**src/rtl/txc_stat_pkg.sv**
```systemverilog
// Package: status byte layout shared by the transmit completion queue.
// Assumes an 8-bit status byte whose bit positions are fixed by the host
// software that decodes it.
package txc_stat_pkg;

    localparam int STAT_W   = 8;
    localparam int BIT_DONE = 7;
    localparam int BIT_IRQ  = 6;
    localparam int BIT_JAB  = 5;
    localparam int BIT_UND  = 4;
    localparam int BIT_MAXC = 3;
    localparam int BIT_OVF  = 2;

    typedef struct packed {
        logic irq_req;
        logic jabber;
        logic underrun;
        logic max_coll;
    } txc_flags_t;

endpackage

```
**src/rtl/txc_entry_pack.sv**
```systemverilog
// Module: packs the MAC outcome flags into one status byte.
// Assumes that the overflow bit always starts at zero; the queue sets it later.
module txc_entry_pack
    import txc_stat_pkg::*;
(
    input  txc_flags_t          flags_i,
    output logic [STAT_W-1:0]   entry_o
);

    // Place each flag on its bit; bits below the overflow bit stay zero.
    always_comb begin
        entry_o           = '0;
        entry_o[BIT_DONE] = 1'b1;
        entry_o[BIT_IRQ]  = flags_i.irq_req;
        entry_o[BIT_JAB]  = flags_i.jabber;
        entry_o[BIT_UND]  = flags_i.underrun;
        entry_o[BIT_MAXC] = flags_i.max_coll;
    end

endmodule

```
**src/rtl/txc_stat_fifo.sv**
```systemverilog
// Module: circular store of status bytes with overflow marking.
// Assumes single-cycle push and pop strobes. clr_i takes priority over both.
// A push into a full store without a pop sets OVF_BIT of the newest slot.
module txc_stat_fifo #(
    parameter int DEPTH   = 4,
    parameter int W       = 8,
    parameter int OVF_BIT = 2
) (
    input  logic         clk,
    input  logic         rst_n,
    input  logic         clr_i,
    input  logic         push_i,
    input  logic [W-1:0] din_i,
    input  logic         pop_i,
    output logic [W-1:0] head_o,
    output logic         empty_o,
    output logic         full_o
);

    localparam int PTR_W = (DEPTH > 1) ? $clog2(DEPTH) : 1;
    localparam int CNT_W = $clog2(DEPTH + 1);
    localparam logic [PTR_W-1:0] LAST     = PTR_W'(DEPTH - 1);
    localparam logic [CNT_W-1:0] FULL_CNT = CNT_W'(DEPTH);

    logic [W-1:0]     slot_q [DEPTH];
    logic [PTR_W-1:0] rd_q, wr_q, newest;
    logic [CNT_W-1:0] cnt_q;
    logic             pop_eff, push_eff, mark_ovf;

    function automatic logic [PTR_W-1:0] step(input logic [PTR_W-1:0] p);
        return (p == LAST) ? '0 : p + 1'b1;
    endfunction

    // Decode the occupancy flags and which operations take effect this cycle.
    always_comb begin
        empty_o  = (cnt_q == '0);
        full_o   = (cnt_q == FULL_CNT);
        pop_eff  = pop_i && !clr_i && !empty_o;
        push_eff = push_i && !clr_i && (!full_o || pop_eff);
        mark_ovf = push_i && !clr_i && full_o && !pop_eff;
        newest   = (wr_q == '0) ? LAST : wr_q - 1'b1;
        head_o   = empty_o ? '0 : slot_q[rd_q];
    end

    // Slot storage: write on push, set the overflow bit on a dropped push.
    always_ff @(posedge clk) begin
        if (!rst_n) begin
            for (int i = 0; i < DEPTH; i++) slot_q[i] <= '0;
        end else if (push_eff) begin
            slot_q[wr_q] <= din_i;
        end else if (mark_ovf) begin
            slot_q[newest][OVF_BIT] <= 1'b1;
        end
    end

    // Pointers and occupancy count.
    always_ff @(posedge clk) begin
        if (!rst_n || clr_i) begin
            rd_q  <= '0;
            wr_q  <= '0;
            cnt_q <= '0;
        end else begin
            if (pop_eff)  rd_q <= step(rd_q);
            if (push_eff) wr_q <= step(wr_q);
            cnt_q <= cnt_q + CNT_W'(push_eff) - CNT_W'(pop_eff);
        end
    end

    p_count_bound_r4: assert property (@(posedge clk) disable iff (!rst_n)
        cnt_q <= FULL_CNT);

    p_full_drop_r4: assert property (@(posedge clk) disable iff (!rst_n)
        full_o && push_i && !pop_i && !clr_i |=> full_o && $stable(wr_q));

    p_pop_empty_r5: assert property (@(posedge clk) disable iff (!rst_n)
        empty_o && pop_i && !push_i && !clr_i |=> empty_o);

    p_swap_full_r6: assert property (@(posedge clk) disable iff (!rst_n)
        full_o && push_i && pop_i && !clr_i |=> full_o && !$stable(wr_q));

    p_clear_r8: assert property (@(posedge clk) disable iff (!rst_n)
        clr_i |=> empty_o);

endmodule

```
**src/rtl/txc_tx_gate.sv**
```systemverilog
// Module: holds the transmitter-enable state.
// Assumes fault_i is a one-cycle indication of a jabber or underrun outcome.
// Only clr_i (transmit reset) or the main reset turns the transmitter back on.
module txc_tx_gate (
    input  logic clk,
    input  logic rst_n,
    input  logic clr_i,
    input  logic fault_i,
    output logic tx_ok_o
);

    // Enable flag: cleared by a fault, restored by a transmit reset.
    always_ff @(posedge clk) begin
        if (!rst_n || clr_i) tx_ok_o <= 1'b1;
        else if (fault_i)    tx_ok_o <= 1'b0;
    end

    p_fault_blocks_r7: assert property (@(posedge clk) disable iff (!rst_n)
        fault_i && !clr_i |=> !tx_ok_o);

    p_stays_off_r7: assert property (@(posedge clk) disable iff (!rst_n)
        !tx_ok_o && !clr_i |=> !tx_ok_o);

    p_reset_on_r8: assert property (@(posedge clk) disable iff (!rst_n)
        clr_i |=> tx_ok_o);

endmodule

```
**src/rtl/txc_evt_detect.sv**
```systemverilog
// Module: decides whether the oldest status byte needs host attention.
// Assumes that an empty store presents an all-zero byte.
module txc_evt_detect
    import txc_stat_pkg::*;
(
    input  logic [STAT_W-1:0] head_i,
    output logic              evt_o
);

    // Attention when the entry is complete and reports an error or a request.
    always_comb begin
        evt_o = head_i[BIT_DONE] &&
                (head_i[BIT_IRQ] || (|head_i[BIT_JAB:BIT_OVF]));
    end

endmodule

```
**src/rtl/txc_stat_queue.sv**
```systemverilog
// Module: transmit completion status queue (top).
// Assumes one completion strobe per frame and one host write per consumed entry.
// Joins the byte packer, the store, the transmitter gate and the event decoder.
module txc_stat_queue
    import txc_stat_pkg::*;
#(
    parameter int DEPTH = 4
) (
    input  logic              clk,
    input  logic              rst_n,
    input  logic              cmp_valid_i,
    input  logic              cmp_irq_req_i,
    input  logic              cmp_jabber_i,
    input  logic              cmp_underrun_i,
    input  logic              cmp_max_coll_i,
    input  logic              host_pop_i,
    input  logic              tx_reset_i,
    output logic [STAT_W-1:0] stat_byte_o,
    output logic              tx_ok_o,
    output logic              txc_event_o
);

    txc_flags_t          flags;
    logic [STAT_W-1:0]   new_entry;
    logic                fifo_empty, fifo_full;
    logic                fault;

    // Gather the outcome flags and detect a transmitter-stopping fault.
    always_comb begin
        flags.irq_req  = cmp_irq_req_i;
        flags.jabber   = cmp_jabber_i;
        flags.underrun = cmp_underrun_i;
        flags.max_coll = cmp_max_coll_i;
        fault          = cmp_valid_i && (cmp_jabber_i || cmp_underrun_i);
    end

    txc_entry_pack pack_i (
        .flags_i (flags),
        .entry_o (new_entry)
    );

    txc_stat_fifo #(
        .DEPTH   (DEPTH),
        .W       (STAT_W),
        .OVF_BIT (BIT_OVF)
    ) fifo_i (
        .clk     (clk),
        .rst_n   (rst_n),
        .clr_i   (tx_reset_i),
        .push_i  (cmp_valid_i),
        .din_i   (new_entry),
        .pop_i   (host_pop_i),
        .head_o  (stat_byte_o),
        .empty_o (fifo_empty),
        .full_o  (fifo_full)
    );

    txc_tx_gate gate_i (
        .clk     (clk),
        .rst_n   (rst_n),
        .clr_i   (tx_reset_i),
        .fault_i (fault),
        .tx_ok_o (tx_ok_o)
    );

    txc_evt_detect evt_i (
        .head_i (stat_byte_o),
        .evt_o  (txc_event_o)
    );

    p_empty_reads_zero_r5: assert property (@(posedge clk) disable iff (!rst_n)
        fifo_empty |-> stat_byte_o == '0);

    p_event_needs_entry_r9: assert property (@(posedge clk) disable iff (!rst_n)
        txc_event_o |-> !fifo_empty && stat_byte_o[BIT_DONE]);

    p_low_bits_zero_r1: assert property (@(posedge clk) disable iff (!rst_n)
        stat_byte_o[1:0] == 2'b00);

    p_full_flag_r4: assert property (@(posedge clk) disable iff (!rst_n)
        fifo_full |-> !fifo_empty);

endmodule

```
**config.mk**
```make
export PLATFORM = sky130hd
export DESIGN_NAME = txc_stat_queue
export DESIGN_NICKNAME = d
export VERILOG_FILES = /design/src/rtl/txc_stat_pkg.sv /design/src/rtl/txc_entry_pack.sv /design/src/rtl/txc_stat_fifo.sv /design/src/rtl/txc_tx_gate.sv /design/src/rtl/txc_evt_detect.sv /design/src/rtl/txc_stat_queue.sv
export SDC_FILE = /design/constraint.sdc
export NUM_CORES = 1
export LEC_CHECK = 0
export ABC_AREA = 1
export BUFFER_PORTS_ARGS = -buffer_cell sky130_fd_sc_hd__buf_2
export CAP_MARGIN = 20
export CORE_UTILIZATION = 63
export DETAILED_ROUTE_END_ITERATION = 7
export PLACE_DENSITY = 0.84
export SETUP_SLACK_MARGIN = 0.4
export SLEW_MARGIN = 40
export SYNTH_ARGS = -nofsm -noshare
export SYNTH_HDL_FRONTEND = slang
export SYNTH_SLANG_ARGS = --single-unit
```
**constraint.sdc**
```tcl
create_clock -name clk -period 3.37 [get_ports clk]
set_clock_uncertainty 0.15 [all_clocks]
set_input_delay 0.5055 -clock clk [delete_from_list [all_inputs] [get_ports clk]]
set_output_delay 0.5055 -clock clk [all_outputs]
set_load 0.01 [all_outputs]
```
== After elaboration in Yosys (flattened, before gate mapping) ==
Memories as Yosys holds them, arrays and structs flattened. A register that Yosys moved wholly into a read port is not among the register bits.
Index checks and enable logic that the tools add are counted.
Cells by class
  bitwise logic cells: 0
  add/subtract/negate cells: 5
  divide/modulo/power cells: 0
  multiplexer cells: 20
  multipliers: 0
  reduce and logical (&&, ||, !) cells: 22
  shift-type cells: 0
  eq/ne operators: 3
  $lt $le $gt $ge: 0
Operators by type and width (count)
  $mux 2: 8
  $mux 6: 2
  $reduce_or 6->1: 2
  $mux 1: 9
  $logic_and 1x1->1: 8
  $mux 8: 1
  $logic_not 1->1: 5
  $add 2x1->2 const B: 2
  $eq 2x2->1 const B: 2
  $logic_or 1x1->1: 4
  $reduce_or 4->1: 1
  $add 3x1->3: 1
  $eq 3x3->1 const B: 1
  $logic_not 3->1: 1
  $sub 3x1->3: 1
  $logic_not 2->1: 1
  $sub 2x1->2 const B: 1
Word-level totals
  input bits: 9
  word-level logic and storage cells: 55
  latch bits: 0
  register bits after elaboration: 8
  ROM bits: 0
  RAM bits: 24
  output and inout bits: 10
  memories kept: 1
Memories
  fifo_i.slot_q: depth 4, width 6, read ports 1, clocked after memory_dff 1, write ports 4, line txc_stat_fifo.sv:25  | logic [W-1:0] slot_q [DEPTH];

== Logic depth before layout (Yosys ltp) ==
  word-level depth: 11
  depth in mapped cells: 12
  depth with buffers taken out: 12

== By module ==
Synthesis repeated with hierarchy kept, for this count alone.
Unflattened totals
  cells, all modules: 253
  area total of the unflattened synthesis: 2242.2 µm²
By module, submodules not included
  txc_stat_fifo: cells an instance 228, area an instance 2098.3 µm², seq. area each 1141.1 µm², times used 1
  txc_entry_pack: cells an instance 10, area an instance 67.6 µm², seq. area each 0.0 µm², times used 1
  txc_tx_gate: cells an instance 6, area an instance 41.3 µm², seq. area each 20.0 µm², times used 1
  txc_evt_detect: cells an instance 6, area an instance 23.8 µm², seq. area each 0.0 µm², times used 1
  txc_stat_queue: cells an instance 3, area an instance 11.3 µm², seq. area each 0.0 µm², times used 1

== Least setup slack after synthesis ==
No wires, ideal clock.
  path kind: input port to flip-flop
  start point: in tx_reset_i
  end point: reg fifo_i.cnt_q[2]
  required time: 3150 ps
  stages: 12
  library setup time: 70 ps
  arrival time: 1997 ps
  path buffers: 0
  setup slack: 1154 ps
  path through: inv_2 -> nand2_2 -> inv_1 -> nand2_1 -> inv_1 -> ha_1 -> inv_1 -> ha_1 -> inv_1 -> fa_1 -> or2_2 -> a21oi_1
On the way
  cells in the longest elaborated chain, start to end: 7
  elaborated cells on any way between the ends: 9
  classes of those cells: add/sub: 2; reduce/logical: 7
Ends and longest elaborated chain
  start, declared: line txc_stat_queue.sv:17  | input logic tx_reset_i,
  $logic_not 1->1: line txc_stat_fifo.sv:38, txc_stat_fifo.sv:39
  $logic_and 1x1->1 (2 in series): line txc_stat_fifo.sv:38  | pop_eff = pop_i && !clr_i && !empty_o;
  $logic_or 1x1->1: line txc_stat_fifo.sv:39  | push_eff = push_i && !clr_i && (!full_o || pop_eff);
  $logic_and 1x1->1: line txc_stat_fifo.sv:39
  $add 3x1->3: line txc_stat_fifo.sv:65  | cnt_q <= cnt_q + CNT_W'(push_eff) - CNT_W'(pop_eff);
  $sub 3x1->3: line txc_stat_fifo.sv:65
  end signal, assigned: line txc_stat_fifo.sv:65
  end, declared: line txc_stat_fifo.sv:27  | logic [CNT_W-1:0] cnt_q;
Parallel ways exist; a longest one is shown, timed or not.
A chain may end at the register's enable or synchronous reset.

==> flow_metrics.env <==
export IMPL_grt_remaining_overflow=0
export IMPL_synth_area_leaders="edfxtp_1 38%, dfxtp_1 10%, nand2_1 9.0%"
export IMPL_coreArea_um2=2830
export IMPL_place_gp_congestion=0.801
export IMPL_start_util_pct=67.8
export IMPL_cts_setup_buffers=0
export IMPL_synth_most_common_cell="nand2_1"
export IMPL_synthTopCellsByCount="46 x nand2_1, 43 x inv_1, 24 x edfxtp_1, 20 x nor2_1, 12 x nor2_2"
export IMPL_setup_tns_ps=0
export IMPL_fin_area_um2=2060
export IMPL_synth_edf_count=24
export IMPL_async_flop_share_pct=0
export IMPL_areaGrowthSynthToFinish_pct=7.50
export IMPL_cap_violations=0
export IMPL_ir_drop_v=0.000325
export IMPL_clock_sinks=34
export IMPL_crit_chain="inv_1, nand2_1, nand2_1, nand2_1, o21ai_0, nand2_1, nand2_1, nor2_1, nor2_1, buf_2"
export IMPL_num_vias=1367
export IMPL_hp_class="in -> reg"
export IMPL_power_frac_comb_pct=10.6
export IMPL_syn_cell_area_um2=1920
export IMPL_ys_seq_elements=34
export IMPL_numCtsBuffers=5
export IMPL_p_int_mw=0.568
export IMPL_grt_pass1_vias=1219
export IMPL_drcViolationCount=3
export IMPL_fmax_ghz=0.395
export IMPL_seq_area_frac_synth_pct=48.0
export IMPL_wl_per_cell_um=11.6
export IMPL_crit_top_cell="nand2_1"
export IMPL_clock_path_buffers=2
export IMPL_die_w_um=57.2
export IMPL_p_clk_share_pct=28.2
export IMPL_n_antenna_cell=0
export IMPL_viasPerCell=4.99
export IMPL_power_switching_mw=0.204
export IMPL_arrival_ps=1880
export IMPL_synth_warnings=0
export IMPL_syn_inst=223
export IMPL_drv_slew=0
export IMPL_cts_resized=0
export IMPL_failed_checks="DRC"
export IMPL_hold_buffers=0
export IMPL_dieArea_um2=3270
export IMPL_dr_pass1_iters=8
export IMPL_yosysTopAreaCellShare_pct=37.6
export IMPL_synth_ff_type="edfxtp_1"
export IMPL_n_fill_cell=230
export IMPL_r2r_cells=11
export IMPL_grtUsageTotal_pct=22.2
export IMPL_hpwl_mm=2.49
export IMPL_seq_area_um2=921
export IMPL_path_class="reg -> out"
export IMPL_grt_max_degree=14
export IMPL_cp_slowest_stage_delay_ps=560
export IMPL_synth_avg_cell_area_um2=8.60
export IMPL_setup_viol=0
export IMPL_num_rows=19
export IMPL_end_kind="output port"
export IMPL_grt_pass1_wl_mm=5.30
export IMPL_dp_cells=266
export IMPL_status="finished with violations"
export IMPL_post_route_period_util_pct=75.2
export IMPL_multi_input_area_um2=778
export IMPL_stdcell_count=274
export IMPL_wirelength_mm=3.17
export IMPL_final_core_util_pct=72.9
export IMPL_fp_dieH_um=57.2
export IMPL_layout_drive_gt1_share_pct=25.9
export IMPL_place_area_um2=2010
export IMPL_drtIter0Drc=45
export IMPL_yosys_area_top_type="edfxtp_1"
export IMPL_grt_antenna_before_repair=0
export IMPL_drtAntennaViolNets=0
export IMPL_cp_required_ps=2710
export IMPL_cp_max_fo=13
export IMPL_p_sw_share_pct=26.5
export IMPL_cts_root_buf="clkbuf_4"
export IMPL_cts_tree="built"
export IMPL_fin_crit_ps=2530
export IMPL_p_seq_share_pct=61.2
export IMPL_hold_depth=4
export IMPL_fin_nets=257
export IMPL_startpoint_type="flop"
export IMPL_power_density_nw_per_um2=375
export IMPL_finalHoldViolCount=0
export IMPL_htree_levels=2
export IMPL_slowest_stage="dfxtp_1"
export IMPL_port_buffer_count=16
export IMPL_fin_hold_ws_ps=287
export IMPL_pin_count=19
export IMPL_synthDistinctLibCells=26
export IMPL_path_clk_slew_ps=100
export IMPL_clock_latency_ps=340
export IMPL_rsz0062_at_grt="no"
export IMPL_leakagePower_nw=1.02
## path summary, 6_finish.rpt
check,slack (ps),start,to
worst min register to register,300,gate_i.tx_ok_o,gate_i.tx_ok_o
worst min-delay path,290,cmp_underrun_i,gate_i.tx_ok_o
worst max-delay path,840,flop,txc_event_o
worst max register to register,980,fifo_i.cnt_q[1],fifo_i.cnt_q[2]
## critical path: cells and delay by family, from the launching register on
kind / cells / cell delay [ps]
compound gates: 1 / 80
buf+inv: 2 / 400
flops: 1 / 560
simple gates: 7 / 500
## area by class of cell
| class | instances | share of cell area, % |
|---|---|---|
| Sequential cell | 34 | 44.7 |
| Timing Repair Buffer | 16 | 3.88 |
| Clock buffer | 5 | 1.82 |
| Tap cell | 31 | 1.88 |
| Clock inverter | 3 | 0.789 |
| Multi-Input combinational cell | 135 | 37.7 |
| Inverter | 50 | 9.22 |
## cell usage in the layout (no fill, tap or decap)
cell type / count
conb_1: 2
dfxtp_1: 10
nor2_4: 1
nor2_1: 20
xnor2_1: 1
nor2_2: 12
ha_1: 5
edfxtp_1: 24
o21ai_0: 11
inv_4: 1
nand3_4: 4
clkinv_1: 1
nand2_4: 3
nand2_1: 46
nand3_1: 9
inv_1: 43
o22ai_1: 1
a21oi_2: 2
clkinv_2: 1
a21oi_1: 5
clkinvlp_4: 1
nor2_8: 1
fa_1: 1
o211a_1: 1
clkbuf_4: 5
or2_2: 1
inv_2: 6
buf_2: 16
nand2_2: 9
## metal layers
metal  share of wire, %  track usage [%]
met1                 49             28.9
met2                 44             34.3
met3                4.6             8.16
met4                1.8             8.36
met5                  0                0
## per-stage QoR
stage,setup slack (ps),power (mW)
floorplan,1150,0.544
global placement,984,0.562
detailed placement,919,0.565
CTS,832,0.775
global route,647,0.802
finish,837,0.773
## logic make-up after synthesis
family                   share of synthesized area (%)
buffers and inverters                             11.6
XOR/XNOR                                         0.457
AO/OA/AOI/OAI                                     5.94
AND/OR/NAND/NOR                                   29.5
other                                            0.196
flip-flops                                        48.0
adder cells (fa/ha/maj)                           4.31
## power by group through the flow
| stage | clock (mW) | combinational [mW] | sequential (mW) |
|---|---|---|---|
| after floorplan | 0 | 0.0641 | 0.479 |
| after global placement | 0 | 0.0806 | 0.482 |
| after detailed placement | 0 | 0.0819 | 0.483 |
| after CTS | 0.220 | 0.0822 | 0.473 |
| after global routing | 0.233 | 0.0942 | 0.475 |
| final | 0.218 | 0.0815 | 0.473 |
## state kept, by name, summed over array words and instances, names as in the netlist, named ones only
signal          cells
fifo_i.cnt_q        3
fifo_i.rd_q         2
fifo_i.slot_q      24
fifo_i.wr_q         2
gate_i.tx_ok_o      1
Power figures use the tool's default switching activity.
